$ cat config.mk
export PLATFORM = sky130hd
export DESIGN_NAME = tsq_top
export DESIGN_NICKNAME = d
export VERILOG_FILES = /design/src/rtl/tsq_pkg.sv /design/src/rtl/tsq_pacer.sv /design/src/rtl/tsq_engine.sv /design/src/rtl/tsq_regs.sv /design/src/rtl/tsq_top.sv
export SDC_FILE = /design/constraint.sdc
export NUM_CORES = 2
export LEC_CHECK = 0
export BUFFER_PORTS_ARGS = -buffer_cell sky130_fd_sc_hd__buf_2
export CAP_MARGIN = 20
export CORE_MARGIN = 2
export CORE_UTILIZATION = 49
export CTS_CLUSTER_DIAMETER = 60
export DETAILED_ROUTE_END_ITERATION = 8
export PLACE_DENSITY_LB_ADDON = 0.25
export SLEW_MARGIN = 20
export SYNTH_ARGS = -nofsm -noshare
export SYNTH_HDL_FRONTEND = slang
export SYNTH_SLANG_ARGS = --single-unit
$ cat constraint.sdc
create_clock -name clk -period 10.2 [get_ports clk]
set_clock_uncertainty 0.05 [all_clocks]
set_input_delay 0.51 -clock clk [delete_from_list [all_inputs] [get_ports clk]]
set_output_delay 0.51 -clock clk [all_outputs]
set_load 0.01 [all_outputs]
$ cat src/rtl/tsq_pkg.sv
package tsq_pkg;
  localparam int TSQ_NS  = 4;
  localparam int TSQ_SIW = $clog2(TSQ_NS);
  localparam int TSQ_AW  = 5;

  localparam logic [TSQ_AW-1:0] RA_MASK  = 5'h00;
  localparam logic [TSQ_AW-1:0] RA_UNIT  = 5'h01;
  localparam logic [TSQ_AW-1:0] RA_IVL   = 5'h02;
  localparam logic [TSQ_AW-1:0] RA_GAP   = 5'h03;
  localparam logic [TSQ_AW-1:0] RA_TMO   = 5'h04;
  localparam logic [TSQ_AW-1:0] RA_WRC   = 5'h05;
  localparam logic [TSQ_AW-1:0] RA_VCFG  = 5'h06;
  localparam logic [TSQ_AW-1:0] RA_RDC   = 5'h07;
  localparam logic [TSQ_AW-1:0] RA_SHIFT = 5'h08;
  localparam logic [TSQ_AW-1:0] RA_APNP  = 5'h09;
  localparam logic [TSQ_AW-1:0] RA_AMUX  = 5'h0A;
  localparam logic [TSQ_AW-1:0] RA_AEN   = 5'h0B;
  localparam logic [TSQ_AW-1:0] RA_AVLD  = 5'h0C;
  localparam logic [TSQ_AW-1:0] RA_AVOLT = 5'h0D;
  localparam logic [TSQ_AW-1:0] RA_DMUX  = 5'h0E;
  localparam logic [TSQ_AW-1:0] RA_DEN   = 5'h0F;
  localparam logic [TSQ_AW-1:0] RA_SMUX0 = 5'h10;
  localparam logic [TSQ_AW-1:0] RA_MEAS0 = 5'h18;

  typedef enum logic [2:0] {
    S_IDLE, S_WR_PNP, S_WR_MUX, S_WR_EN, S_RD_VLD, S_GAP, S_RD_VOLT
  } eng_state_t;

  // lowest enabled index at or above 'from'; MSB is the found flag
  function automatic logic [TSQ_SIW:0] pick_next(input logic [TSQ_NS-1:0] mask, input int from);
    logic [TSQ_SIW:0] r;
    r = '0;
    for (int i = TSQ_NS - 1; i >= 0; i--)
      if (i >= from && mask[i]) r = {1'b1, TSQ_SIW'(i)};
    return r;
  endfunction

  function automatic logic valid_seen(input logic [31:0] w, input logic [5:0] vcfg);
    return w[vcfg[4:0]] == vcfg[5];
  endfunction

  function automatic logic [11:0] scale_sample(input logic [31:0] w, input logic [4:0] sh);
    logic [31:0] t;
    t = w >> sh;
    return t[11:0];
  endfunction

  function automatic eng_state_t entry_state(input logic [1:0] wc);
    if (wc[0]) return S_WR_PNP;
    if (wc[1]) return S_WR_MUX;
    return S_WR_EN;
  endfunction
endpackage

$ cat src/rtl/tsq_pacer.sv
module tsq_pacer #(
  parameter int UNIT_SHIFT = 8,
  parameter int FW         = 10
) (
  input  logic          clk,
  input  logic          rst_n,
  input  logic [FW-1:0] unit_cnt,
  input  logic [FW-1:0] ivl_cnt,
  output logic          round_start
);
  localparam int PW = FW + UNIT_SHIFT;

  logic [PW-1:0] pre;
  logic [FW-1:0] ticks;
  logic          run;
  logic          unit_tick;
  logic [PW-1:0] pre_lim;

  assign run       = (unit_cnt != '0) && (ivl_cnt != '0);
  assign pre_lim   = {unit_cnt, {UNIT_SHIFT{1'b0}}} - PW'(1);
  assign unit_tick = run && (pre == pre_lim);
  assign round_start = unit_tick && (ticks == ivl_cnt - FW'(1));

  always_ff @(posedge clk) begin
    if (!rst_n || !run) begin
      pre   <= '0;
      ticks <= '0;
    end else begin
      pre <= unit_tick ? '0 : pre + PW'(1);
      if (unit_tick) ticks <= round_start ? '0 : ticks + FW'(1);
    end
  end

  // a unit is at least 256 clocks, so two starts are never adjacent
  assert_start_spacing_R2: assert property (@(posedge clk) disable iff (!rst_n)
    round_start |=> !round_start);
endmodule

$ cat src/rtl/tsq_engine.sv
module tsq_engine
  import tsq_pkg::*;
(
  input  logic                     clk,
  input  logic                     rst_n,
  input  logic                     round_start,
  input  logic [TSQ_NS-1:0]        en_mask,
  input  logic [1:0]               wr_ctl,
  input  logic [5:0]               vld_cfg,
  input  logic                     rd_sep,
  input  logic [4:0]               v_shift,
  input  logic [31:0]              poll_gap,
  input  logic [31:0]              tmo_lim,
  input  logic [31:0]              a_pnp,
  input  logic [31:0]              a_mux,
  input  logic [31:0]              a_en,
  input  logic [31:0]              a_vld,
  input  logic [31:0]              a_volt,
  input  logic [31:0]              d_mux,
  input  logic [31:0]              d_en,
  input  logic [TSQ_NS-1:0][31:0]  smux,
  output logic                     m_req,
  output logic                     m_we,
  output logic [31:0]              m_addr,
  output logic [31:0]              m_wdata,
  input  logic [31:0]              m_rdata,
  input  logic                     m_ack,
  output logic                     st_we,
  output logic [TSQ_SIW-1:0]       st_idx,
  output logic [11:0]              st_val,
  output logic                     tmo_err
);
  eng_state_t         st;
  logic [TSQ_SIW-1:0] cur;
  logic [31:0]        tmo_cnt;
  logic [31:0]        gap_cnt;
  logic [TSQ_SIW:0]   nxt;
  logic [TSQ_SIW:0]   first;
  logic               poll_hit;
  logic               tmo_over;

  assign nxt      = pick_next(en_mask, int'(cur) + 1);
  assign first    = pick_next(en_mask, 0);
  assign poll_hit = valid_seen(m_rdata, vld_cfg);
  assign tmo_over = (tmo_lim != '1) && (tmo_cnt >= tmo_lim);

  always_comb begin
    m_req   = 1'b0;
    m_we    = 1'b0;
    m_addr  = '0;
    m_wdata = '0;
    unique case (st)
      S_WR_PNP:  begin m_req = 1'b1; m_we = 1'b1; m_addr = a_pnp; m_wdata = smux[cur]; end
      S_WR_MUX:  begin m_req = 1'b1; m_we = 1'b1; m_addr = a_mux; m_wdata = d_mux; end
      S_WR_EN:   begin m_req = 1'b1; m_we = 1'b1; m_addr = a_en;  m_wdata = d_en; end
      S_RD_VLD:  begin m_req = 1'b1; m_addr = a_vld; end
      S_RD_VOLT: begin m_req = 1'b1; m_addr = a_volt; end
      default: ;
    endcase
  end

  always_ff @(posedge clk) begin
    if (!rst_n) begin
      st      <= S_IDLE;
      cur     <= '0;
      tmo_cnt <= '0;
      gap_cnt <= '0;
      st_we   <= 1'b0;
      st_idx  <= '0;
      st_val  <= '0;
      tmo_err <= 1'b0;
    end else begin
      st_we   <= 1'b0;
      tmo_err <= 1'b0;
      unique case (st)
        S_IDLE:
          if (round_start && first[TSQ_SIW]) begin
            cur <= first[TSQ_SIW-1:0];
            st  <= entry_state(wr_ctl);
          end
        S_WR_PNP: if (m_ack) st <= wr_ctl[1] ? S_WR_MUX : S_WR_EN;
        S_WR_MUX: if (m_ack) st <= S_WR_EN;
        S_WR_EN:
          if (m_ack) begin
            tmo_cnt <= '0;
            st      <= S_RD_VLD;
          end
        S_RD_VLD: begin
          tmo_cnt <= tmo_cnt + 32'd1;
          if (m_ack) begin
            if (poll_hit) begin
              if (rd_sep) st <= S_RD_VOLT;
              else begin
                st_we  <= 1'b1;
                st_idx <= cur;
                st_val <= scale_sample(m_rdata, v_shift);
                if (nxt[TSQ_SIW]) begin cur <= nxt[TSQ_SIW-1:0]; st <= entry_state(wr_ctl); end
                else st <= S_IDLE;
              end
            end else if (tmo_over) begin
              tmo_err <= 1'b1;
              if (nxt[TSQ_SIW]) begin cur <= nxt[TSQ_SIW-1:0]; st <= entry_state(wr_ctl); end
              else st <= S_IDLE;
            end else begin
              gap_cnt <= '0;
              st      <= (poll_gap == '0) ? S_RD_VLD : S_GAP;
            end
          end
        end
        S_GAP: begin
          tmo_cnt <= tmo_cnt + 32'd1;
          gap_cnt <= gap_cnt + 32'd1;
          if (gap_cnt + 32'd1 >= poll_gap) st <= S_RD_VLD;
        end
        S_RD_VOLT:
          if (m_ack) begin
            st_we  <= 1'b1;
            st_idx <= cur;
            st_val <= scale_sample(m_rdata, v_shift);
            if (nxt[TSQ_SIW]) begin cur <= nxt[TSQ_SIW-1:0]; st <= entry_state(wr_ctl); end
            else st <= S_IDLE;
          end
        default: st <= S_IDLE;
      endcase
    end
  end

  assert_req_hold_R3: assert property (@(posedge clk) disable iff (!rst_n)
    (m_req && !m_ack) |=> (m_req && $stable(m_addr) && $stable(m_we)));
  assert_store_enabled_R8: assert property (@(posedge clk) disable iff (!rst_n)
    st_we |-> en_mask[st_idx]);
  assert_tmo_gate_R9: assert property (@(posedge clk) disable iff (!rst_n)
    tmo_err |-> (tmo_lim != '1));
  assert_err_no_store_R9: assert property (@(posedge clk) disable iff (!rst_n)
    !(tmo_err && st_we));
endmodule

$ cat src/rtl/tsq_regs.sv
module tsq_regs
  import tsq_pkg::*;
(
  input  logic                     clk,
  input  logic                     rst_n,
  input  logic                     cfg_we,
  input  logic                     cfg_re,
  input  logic [TSQ_AW-1:0]        cfg_addr,
  input  logic [31:0]              cfg_wdata,
  output logic [31:0]              cfg_rdata,
  input  logic                     st_we,
  input  logic [TSQ_SIW-1:0]       st_idx,
  input  logic [11:0]              st_val,
  output logic [TSQ_NS-1:0]        en_mask,
  output logic [9:0]               unit_cnt,
  output logic [9:0]               ivl_cnt,
  output logic [1:0]               wr_ctl,
  output logic [5:0]               vld_cfg,
  output logic                     rd_sep,
  output logic [4:0]               v_shift,
  output logic [31:0]              poll_gap,
  output logic [31:0]              tmo_lim,
  output logic [31:0]              a_pnp,
  output logic [31:0]              a_mux,
  output logic [31:0]              a_en,
  output logic [31:0]              a_vld,
  output logic [31:0]              a_volt,
  output logic [31:0]              d_mux,
  output logic [31:0]              d_en,
  output logic [TSQ_NS-1:0][31:0]  smux
);
  logic [9:0]               filt_cnt;
  logic [TSQ_NS-1:0][11:0]  meas_val;
  logic [TSQ_NS-1:0]        meas_upd;

  always_ff @(posedge clk) begin
    if (!rst_n) begin
      en_mask <= '0; unit_cnt <= '0; ivl_cnt <= '0; filt_cnt <= '0;
      wr_ctl <= '0; vld_cfg <= '0; rd_sep <= 1'b0; v_shift <= '0;
      poll_gap <= '0; tmo_lim <= '1;
      a_pnp <= '0; a_mux <= '0; a_en <= '0; a_vld <= '0; a_volt <= '0;
      d_mux <= '0; d_en <= '0;
    end else if (cfg_we) begin
      unique case (cfg_addr)
        RA_MASK:  en_mask  <= cfg_wdata[TSQ_NS-1:0];
        RA_UNIT:  unit_cnt <= cfg_wdata[9:0];
        RA_IVL:   begin ivl_cnt <= cfg_wdata[9:0]; filt_cnt <= cfg_wdata[25:16]; end
        RA_GAP:   poll_gap <= cfg_wdata;
        RA_TMO:   tmo_lim  <= cfg_wdata;
        RA_WRC:   wr_ctl   <= cfg_wdata[1:0];
        RA_VCFG:  vld_cfg  <= cfg_wdata[5:0];
        RA_RDC:   rd_sep   <= cfg_wdata[0];
        RA_SHIFT: v_shift  <= cfg_wdata[4:0];
        RA_APNP:  a_pnp    <= cfg_wdata;
        RA_AMUX:  a_mux    <= cfg_wdata;
        RA_AEN:   a_en     <= cfg_wdata;
        RA_AVLD:  a_vld    <= cfg_wdata;
        RA_AVOLT: a_volt   <= cfg_wdata;
        RA_DMUX:  d_mux    <= cfg_wdata;
        RA_DEN:   d_en     <= cfg_wdata;
        default: ;
      endcase
    end
  end

  for (genvar i = 0; i < TSQ_NS; i++) begin : g_sens
    always_ff @(posedge clk) begin
      if (!rst_n) smux[i] <= '0;
      else if (cfg_we && cfg_addr == RA_SMUX0 + TSQ_AW'(i)) smux[i] <= cfg_wdata;
    end

    always_ff @(posedge clk) begin
      if (!rst_n) begin
        meas_val[i] <= '0;
        meas_upd[i] <= 1'b0;
      end else begin
        if (cfg_re && cfg_addr == RA_MEAS0 + TSQ_AW'(i)) meas_upd[i] <= 1'b0;
        if (st_we && st_idx == TSQ_SIW'(i)) begin
          meas_val[i] <= st_val;
          meas_upd[i] <= 1'b1;
        end
      end
    end
  end

  always_comb begin
    cfg_rdata = '0;
    if (cfg_addr >= RA_MEAS0 && cfg_addr < RA_MEAS0 + TSQ_AW'(TSQ_NS)) begin
      cfg_rdata = {meas_upd[TSQ_SIW'(cfg_addr - RA_MEAS0)], 19'd0,
                   meas_val[TSQ_SIW'(cfg_addr - RA_MEAS0)]};
    end else if (cfg_addr >= RA_SMUX0 && cfg_addr < RA_SMUX0 + TSQ_AW'(TSQ_NS)) begin
      cfg_rdata = smux[TSQ_SIW'(cfg_addr - RA_SMUX0)];
    end else begin
      unique case (cfg_addr)
        RA_MASK:  cfg_rdata = 32'(en_mask);
        RA_UNIT:  cfg_rdata = 32'(unit_cnt);
        RA_IVL:   cfg_rdata = {6'd0, filt_cnt, 6'd0, ivl_cnt};
        RA_GAP:   cfg_rdata = poll_gap;
        RA_TMO:   cfg_rdata = tmo_lim;
        RA_WRC:   cfg_rdata = 32'(wr_ctl);
        RA_VCFG:  cfg_rdata = 32'(vld_cfg);
        RA_RDC:   cfg_rdata = 32'(rd_sep);
        RA_SHIFT: cfg_rdata = 32'(v_shift);
        RA_APNP:  cfg_rdata = a_pnp;
        RA_AMUX:  cfg_rdata = a_mux;
        RA_AEN:   cfg_rdata = a_en;
        RA_AVLD:  cfg_rdata = a_vld;
        RA_AVOLT: cfg_rdata = a_volt;
        RA_DMUX:  cfg_rdata = d_mux;
        RA_DEN:   cfg_rdata = d_en;
        default:  cfg_rdata = '0;
      endcase
    end
  end

  assert_flag_set_R7: assert property (@(posedge clk) disable iff (!rst_n)
    st_we |=> meas_upd[$past(st_idx)]);
  assert_value_kept_R8: assert property (@(posedge clk) disable iff (!rst_n)
    !st_we |=> $stable(meas_val));
endmodule

$ cat src/rtl/tsq_top.sv
module tsq_top
  import tsq_pkg::*;
#(
  parameter int UNIT_SHIFT = 8
) (
  input  logic              clk,
  input  logic              rst_n,
  input  logic              cfg_we,
  input  logic              cfg_re,
  input  logic [TSQ_AW-1:0] cfg_addr,
  input  logic [31:0]       cfg_wdata,
  output logic [31:0]       cfg_rdata,
  output logic              m_req,
  output logic              m_we,
  output logic [31:0]       m_addr,
  output logic [31:0]       m_wdata,
  input  logic [31:0]       m_rdata,
  input  logic              m_ack,
  output logic              tmo_err
);
  logic [TSQ_NS-1:0]       en_mask;
  logic [9:0]              unit_cnt, ivl_cnt;
  logic [1:0]              wr_ctl;
  logic [5:0]              vld_cfg;
  logic                    rd_sep;
  logic [4:0]              v_shift;
  logic [31:0]             poll_gap, tmo_lim;
  logic [31:0]             a_pnp, a_mux, a_en, a_vld, a_volt, d_mux, d_en;
  logic [TSQ_NS-1:0][31:0] smux;
  logic                    round_start;
  logic                    st_we;
  logic [TSQ_SIW-1:0]      st_idx;
  logic [11:0]             st_val;

  tsq_regs u_regs (
    .clk, .rst_n, .cfg_we, .cfg_re, .cfg_addr, .cfg_wdata, .cfg_rdata,
    .st_we, .st_idx, .st_val,
    .en_mask, .unit_cnt, .ivl_cnt, .wr_ctl, .vld_cfg, .rd_sep, .v_shift,
    .poll_gap, .tmo_lim, .a_pnp, .a_mux, .a_en, .a_vld, .a_volt,
    .d_mux, .d_en, .smux
  );

  tsq_pacer #(.UNIT_SHIFT(UNIT_SHIFT), .FW(10)) u_pacer (
    .clk, .rst_n, .unit_cnt, .ivl_cnt, .round_start
  );

  tsq_engine u_eng (
    .clk, .rst_n, .round_start, .en_mask, .wr_ctl, .vld_cfg, .rd_sep,
    .v_shift, .poll_gap, .tmo_lim, .a_pnp, .a_mux, .a_en, .a_vld,
    .a_volt, .d_mux, .d_en, .smux,
    .m_req, .m_we, .m_addr, .m_wdata, .m_rdata, .m_ack,
    .st_we, .st_idx, .st_val, .tmo_err
  );

  assert_idle_after_reset_R1: assert property (@(posedge clk)
    !rst_n |=> !m_req);
endmodule

Yosys cells after proc, flatten, opt, wreduce, memory -nomap -nowiden

Cells that the tools add are included.

Reduce and logical (&&, ||, !) cells: 66
Shift operators: 1
Add/subtract/negate cells: 9
$lt $le $gt $ge: 14
Eq/ne operators: 49
Multiplexer cells: 132
Bitwise logic cells: 3

Operator list:

| cell                                                                  | number |
|---|---|
| 32-bit case mux with 16 select lines                                  | 1 |
| 32-bit 2-to-1 mux                                                     | 8 |
| 32-bit case mux with 5 select lines                                   | 1 |
| 32-bit binary-select mux with 2-bit select                            | 2 |
| 32-bit case mux with 2 select lines                                   | 2 |
| 32-bit case mux with 3 select lines                                   | 1 |
| 3-bit 2-to-1 mux                                                      | 31 |
| 32-bit by 1-bit adder with 32-bit output, second input constant       | 2 |
| 3-bit by 32-bit >= comparator with 1-bit output, first input constant | 2 |
| 32-bit >= comparator                                                  | 2 |
| 1-bit 2-to-1 mux                                                      | 61 |
| 12-bit 2-to-1 mux                                                     | 5 |
| 5-bit by 4-bit equality test with 1-bit output, second input constant | 8 |
| 5-bit equality test, second input constant                            | 8 |
| 2-bit AND reduction                                                   | 17 |
| 1-bit by 32-bit >= comparator with 1-bit output, first input constant | 1 |
| 2-bit by 32-bit >= comparator with 1-bit output, first input constant | 1 |
| 32-bit logical NOT                                                    | 1 |
| 32-bit != test, second input constant                                 | 1 |
| 32-bit by 5-bit right shift with 12-bit output                        | 1 |
| 12-bit binary-select mux with 2-bit select                            | 1 |
| 12-bit case mux with 2 select lines                                   | 1 |
| 1-bit logical AND                                                     | 23 |
| 2-bit 2-to-1 mux                                                      | 11 |
| 49 further kinds                                                      | 82 |

Bits of input ports: 74
Logic and storage cells: 313
Output and inout bits: 99
Bits in registers: 629

Logic depth before layout (Yosys ltp)

Depth in word-level cells: 27
Depth in mapped cells: 16

Cells and area by module

From an unflattened synthesis, not the netlist that was laid out.

Cells, all modules: 4,379
Area, all modules: 35,347.7 um^2

By module, submodules not included:

| module     | cells each | instances | area an instance (um^2) |
|---|---|---|---|
| tsq_regs   | 2,773      | 1         | 22,858.2 |
| tsq_engine | 1,349      | 1         | 10,455.0 |
| tsq_pacer  | 257        | 1         | 2,034.5 |

Worst setup path before layout

OpenSTA, ideal clock, no wires.

Kind: register -> register
From: register u_eng.gap_cnt[13]
To: register u_eng.st[2]
Arrival time: 3,733 ps
Slack: 6,299 ps
Stages on the path, launching flop included: 17
Data required time: 10,033 ps
Path through: dfxtp_1 -> clkbuf_2 -> nand4_1 -> or4_1 -> nor3_2 -> and3_1 -> buf_2 -> nand3_1 -> xnor2_1 -> ha_1 -> a21o_1 -> a21o_1 -> a2111oi_0 -> o211ai_1 -> o21ai_0 -> nor3_2 -> a32o_1

Cells in the longest elaborated chain, start to end: 4

Ends and longest elaborated chain:

| what                                                      | line              | text |
|---|---|---|
| start, declared                                           | tsq_engine.sv:36  | `logic [31:0] gap_cnt;` |
| start signal, assigned                                    | tsq_engine.sv:112 | `gap_cnt <= gap_cnt + 32'd1;` |
| 32-bit by 1-bit adder with 32-bit output                  | tsq_engine.sv:113 | `if (gap_cnt + 32'd1 >= poll_gap) st <= S_RD_VLD;` |
| 32-bit >= comparator                                      | tsq_engine.sv:113 |  |
| 2-bit by 1-bit != test with 1-bit output (no source line) | --                |  |
| 7-bit AND reduction (no source line)                      | --                |  |
| end signal, assigned                                      | tsq_engine.sv:102 | `if (nxt[TSQ_SIW]) begin cur <= nxt[TSQ_SIW-1:0]; st <= entry_state(wr_ctl); end` |
| end signal, assigned                                      | tsq_engine.sv:106 | `st <= (poll_gap == '0) ? S_RD_VLD : S_GAP;` |
| end signal, assigned                                      | tsq_engine.sv:120 | `if (nxt[TSQ_SIW]) begin cur <= nxt[TSQ_SIW-1:0]; st <= entry_state(wr_ctl); end` |
| end, declared                                             | tsq_engine.sv:33  | `eng_state_t st;` |

Every way passes these cells.
A chain may end at the register's enable or synchronous reset.

Final worst setup path

From: input port cfg_addr[0]
To: output port cfg_rdata[31]

Cells in the longest elaborated chain, start to end: 5

Ends and longest elaborated chain:

| what                                        | line                           | text |
|---|---|---|
| start, declared                             | tsq_top.sv:10                  | `input logic [TSQ_AW-1:0] cfg_addr,` |
| 2-bit by 1-bit subtractor with 2-bit output | tsq_regs.sv:89, tsq_regs.sv:92 |  |
| 32-bit binary-select mux with 2-bit select  | tsq_regs.sv:92                 | `cfg_rdata = smux[TSQ_SIW'(cfg_addr - RA_SMUX0)];` |
| 32-bit 2-to-1 mux (implied by the code)     | tsq_regs.sv:92                 |  |
| 32-bit 2-to-1 mux                           | tsq_regs.sv:91                 | `end else if (cfg_addr >= RA_SMUX0 && cfg_addr < RA_SMUX0 + TSQ_AW'(TSQ_NS)) begin` |
| 32-bit 2-to-1 mux *                         | tsq_regs.sv:88                 | `if (cfg_addr >= RA_MEAS0 && cfg_addr < RA_MEAS0 + TSQ_AW'(TSQ_NS)) begin` |
| end, declared                               | tsq_top.sv:12                  | `output logic [31:0] cfg_rdata,` |

Every way passes the cells marked *; elsewhere a longest branch is shown, timed or not. The select of a mux whose other input is x is not followed.

==> results.tsv <==
stage	metric	value	unit
layout	final.fill_count	6559	
sta	period_needed	5.00	ns
setup_path	critical_path.startpoint_type	input port	
sta	drv_slew	0	
placed_design	io_buffers	172	
grt	antenna_found_initial	12	
routing	vias	32700	
synthesis	synthDistinctLibCells	89	
sta	max_slew_margin	16.8	%
floorplan	fp.dieW	270	um
synthesis	synth_edf_count	0	
synthesis	synth_seq_cells	629	
pwr	power_density	142	nW/um2
layout	areaGrowthSynthToFinish	10.1	%
floorplan	coreArea	70100	um2
clocking	htreeDepth	3	
clocking	cts_tree	done	
synthesis	avgSynthCellArea	8.19	um2
clocking	cts_buffers	73	
setup_path	r2r_start	u_eng.gap_cnt[13]$_SDFFE_PN0P_	
clocking	postCtsSetupBuffers	0	
setup_path	r2r.worst_path.cells	14	
layout	utilization	54.6	%
pwr	ir_drop	0.100	mV
synthesis	synth-compound-area-share	23.3	%
floorplan	die_height	270	um
floorplan	std_cell_rows	97	
clocking	clkTransAtPathRegs	0.06	ns
pwr	p_comb_share	5.4	%
synthesis	synthSimpleGateAreaFrac	20.7	%
routing	wirelength	126000	um
hold_path	min_from	cfg_wdata[23]	
placed_design	gp_congestion	0.994	
setup_path	cp-end-kind	primary output	
floorplan	io_pins	173	
synthesis	muxShareOfSynthArea	10.1	%
sta	fmax	0.200	GHz
clocking	hold_buffers	0	
grt	track_usage	33.2	%
synthesis	ys_async_sr_fraction	0	%
clocking	cts_resized	0	
setup_path	required	9.64	ns
clocking	cts_sinks	629	
synthesis	synth_top_area_cell	dfxtp_1	
grt	grt.overflow.total	0	
synthesis	synth_area_leaders	dfxtp_1 36%, nand2_1 12%, a21boi_0 11%	
placed_design	hpwl	84000	um
sta	hold_ws	0.251	ns
clocking	clk_path_buf_depth	3	
clocking	clk_latency	0.63	ns
setup_path	path_class	in -> out	
grt	grt_max_degree	212	
routing	ant_nets	0	
synthesis	synth_xor_area_share	1.96	%
clocking	cts-root-buf	clkbuf_16	
synthesis	synthCells	4248	
setup_path	cp_common_cell	buf_4	
synthesis	synthAdderAreaFrac	2.52	%
routing	dr.pass1.iters	9	
floorplan	initial_core_util	49.6	%
routing	drc_errors	0	
setup_path	crit_chain	buf_2, buf_4, nand2_1, buf_4, nor3_2, buf_4, a222oi_1, nand3_1, a221oi_1, o21ai_0, buf_2	
pwr	power.internal	4.13	mW
hold_path	hold_class	in -> reg	
placed_design	pre_cts_slack	5.35	ns
sta	finalHoldViolCount	0	
grt	grt_first_pass_wirelength	188000	um
synthesis	yosysWarnings	0	
sta	worst_slack	5.20	ns
grt	first_global_vias	30300	
setup_path	crit_end	cfg_rdata[31]	
setup_path	worstPathArrival	4.44	ns
setup_path	critPathMaxStageDelay	0.87	ns
synthesis	synth_seq_area_share	36.2	%
synthesis	synth_nets	4392	
synthesis	dominantRegCellSynth	dfxtp_1	
routing	vias_per_cell	6.30	
sta	period_share	49.0	%
routing	drt-initial-drc-count	4184	
floorplan	die_area	73100	um2
layout	drive_above_1_share	12.3	%
sta	worstMarginPinSlew	1.25	ns
pwr	p_leak	13.1	nW
layout	fin_nets	4329	
status	status	complete, no violations	
sta	rsz0062_at_grt	no	
pwr	p_seq_share	45.8	%
routing	wl_per_cell	24.3	um
setup_path	r2r_slack	5.48	ns
pwr	switching_share	23.9	%
synthesis	synth_area	34800	um2
setup_path	path_max_fanout	38	
sta	setup_violations	0	
synthesis	synth_top_family_by_area	compound AO/OA/AOI/OAI gates	
setup_path	crit_path_start	cfg_addr[0]	
sta	fin_setup_tns	0	ns
setup_path	r2r_end	u_eng.st[2]$_SDFFE_PN0P_	
job	cap_violations	0	
pwr	clockPowerShare	48.8	%
setup_path	crit_path_top_delay_cell	nor3_2	
synthesis	yosysTopAreaCellShare	36.2	%
pwr	p_switching	1.30	mW
synthesized netlist by cell type, drive strengths merged, types with 7 or more instances:
library cell  number
o22ai             42
a22oi             97
o21a               9
nor4              19
a221o             11
a21oi            103
and2              30
and3              31
buf               45
a22o              33
mux4              98
a211oi             9
inv               86
a221oi            39
mux2              13
nor3              22
mux2i            115
nand4             51
a222oi            21
nor2             208
or2                8
a21boi           488
ha                70
o221ai            31
o211ai            53
xor2              29
nor2b             28
dfxtp            629
a31oi             23
nand2           1148
nand3            102
or3               13
o21ai             78
nand2b            12
xnor2             48
clkbuf           324
and4               7
worst min path at each step:
stage | end | slack, ns | cells after the start
2_1_floorplan | u_pacer.pre[0]$_SDFF_PP0_ | 0.36 | 1
3_3_place_gp | u_pacer.pre[0]$_SDFF_PP0_ | 0.38 | 1
3_5_place_dp | u_pacer.pre[0]$_SDFF_PP0_ | 0.38 | 1
4_1_cts | u_regs.d_mux[12]$_SDFFE_PN0P_ | 0.23 | 3
5_1_grt | u_regs.a_mux[14]$_SDFFE_PN0P_ | 0.24 | 3
6_report | u_regs.filt_cnt[7]$_SDFFE_PN0P_ | 0.25 | 3
final cells by class:
type	instances	area, um2	share of cell area [%]
Antenna cell	5	12.5	0.0327
Clock buffer	110	2160	5.64
Clock inverter	20	230	0.601
Inverter	87	327	0.853
Multi-Input combinational cell	3163	20500	53.4
Sequential cell	629	12600	32.9
Tap cell	940	1180	3.07
Timing Repair Buffer	231	1330	3.46
power by group through the flow:
stage | clock, mW | sequential [mW] | combinational [mW]
floorplan | 0 | 2.53 | 0.180
finish | 2.65 | 2.49 | 0.293
CTS | 2.67 | 2.49 | 0.286
global placement | 0 | 2.54 | 0.284
global route | 2.78 | 2.49 | 0.306
detailed placement | 0 | 2.54 | 0.285
critical path: cells and delay by family:
family / cells / cell delay [ns]
buffers and inverters: 5 / 1.68
and+or+nand+nor: 3 / 1.61
AOI/OAI and AO/OA: 3 / 0.60
placed cells by master (no fill, tap or decap), drive strengths merged, types with 39 or more instances in the layout:
master,instances
mux2i,115
o211ai,53
a221oi,39
ha,70
a21boi,488
a22oi,97
inv,91
mux4,98
nand2,1148
nor2,208
xnor2,48
clkbuf,110
nand3,102
o21ai,78
a21oi,103
buf,231
dfxtp,629
o22ai,42
nand4,51
per-layer routing:
metal  vias up  GRT usage [%]  wire [um]
met5         -              0         69
met4        12           22.5       9530
met3       538           6.76      12700
met2      1862           51.0      55600
met1     15400           42.1      47900
li1      14900              -          -
registers in the layout, indices dropped and copies added, names as in the netlist, 6 cells and up:
name and cells:
u_regs.vld_cfg 6, u_pacer.pre 18, u_regs.a_pnp 32, u_eng.tmo_cnt 32, u_regs.a_vld 32, u_regs.a_mux 32
u_regs.a_en 32, u_regs.d_en 32, u_eng.gap_cnt 32, u_regs.unit_cnt 10, u_regs.a_volt 32, u_regs.ivl_cnt 10
u_regs.smux 128, u_regs.filt_cnt 10, u_regs.poll_gap 32, u_eng.st_val 12, u_regs.meas_val 48, u_regs.d_mux 32
u_regs.tmo_lim 32, u_pacer.ticks 10
kinds of logic (layout without fill, tap and decap cells):
logic type | after synthesis | count (layout)
and+or+nand+nor | 1701 | 1701
AOI/OAI and AO/OA | 1089 | 1089
DFF | 629 | 629
buffers and inverters | 456 | 448
muxes | 226 | 226
xor gates and xnor gates | 77 | 77
adders and majority gates | 70 | 70
other | 0 | 5
per-stage QoR:
step / power [mW] / cell area [um2] / cells
after floorplan: 2.71 / 34800 / 4248
after detailed placement: 2.83 / 35900 / 5050
after CTS: 5.44 / 38300 / 5180
after global placement: 2.83 / 35900 / 5050
final: 5.43 / 38300 / 5185
after global routing: 5.57 / 38300 / 5185
(Power assumes the default switching activity.)
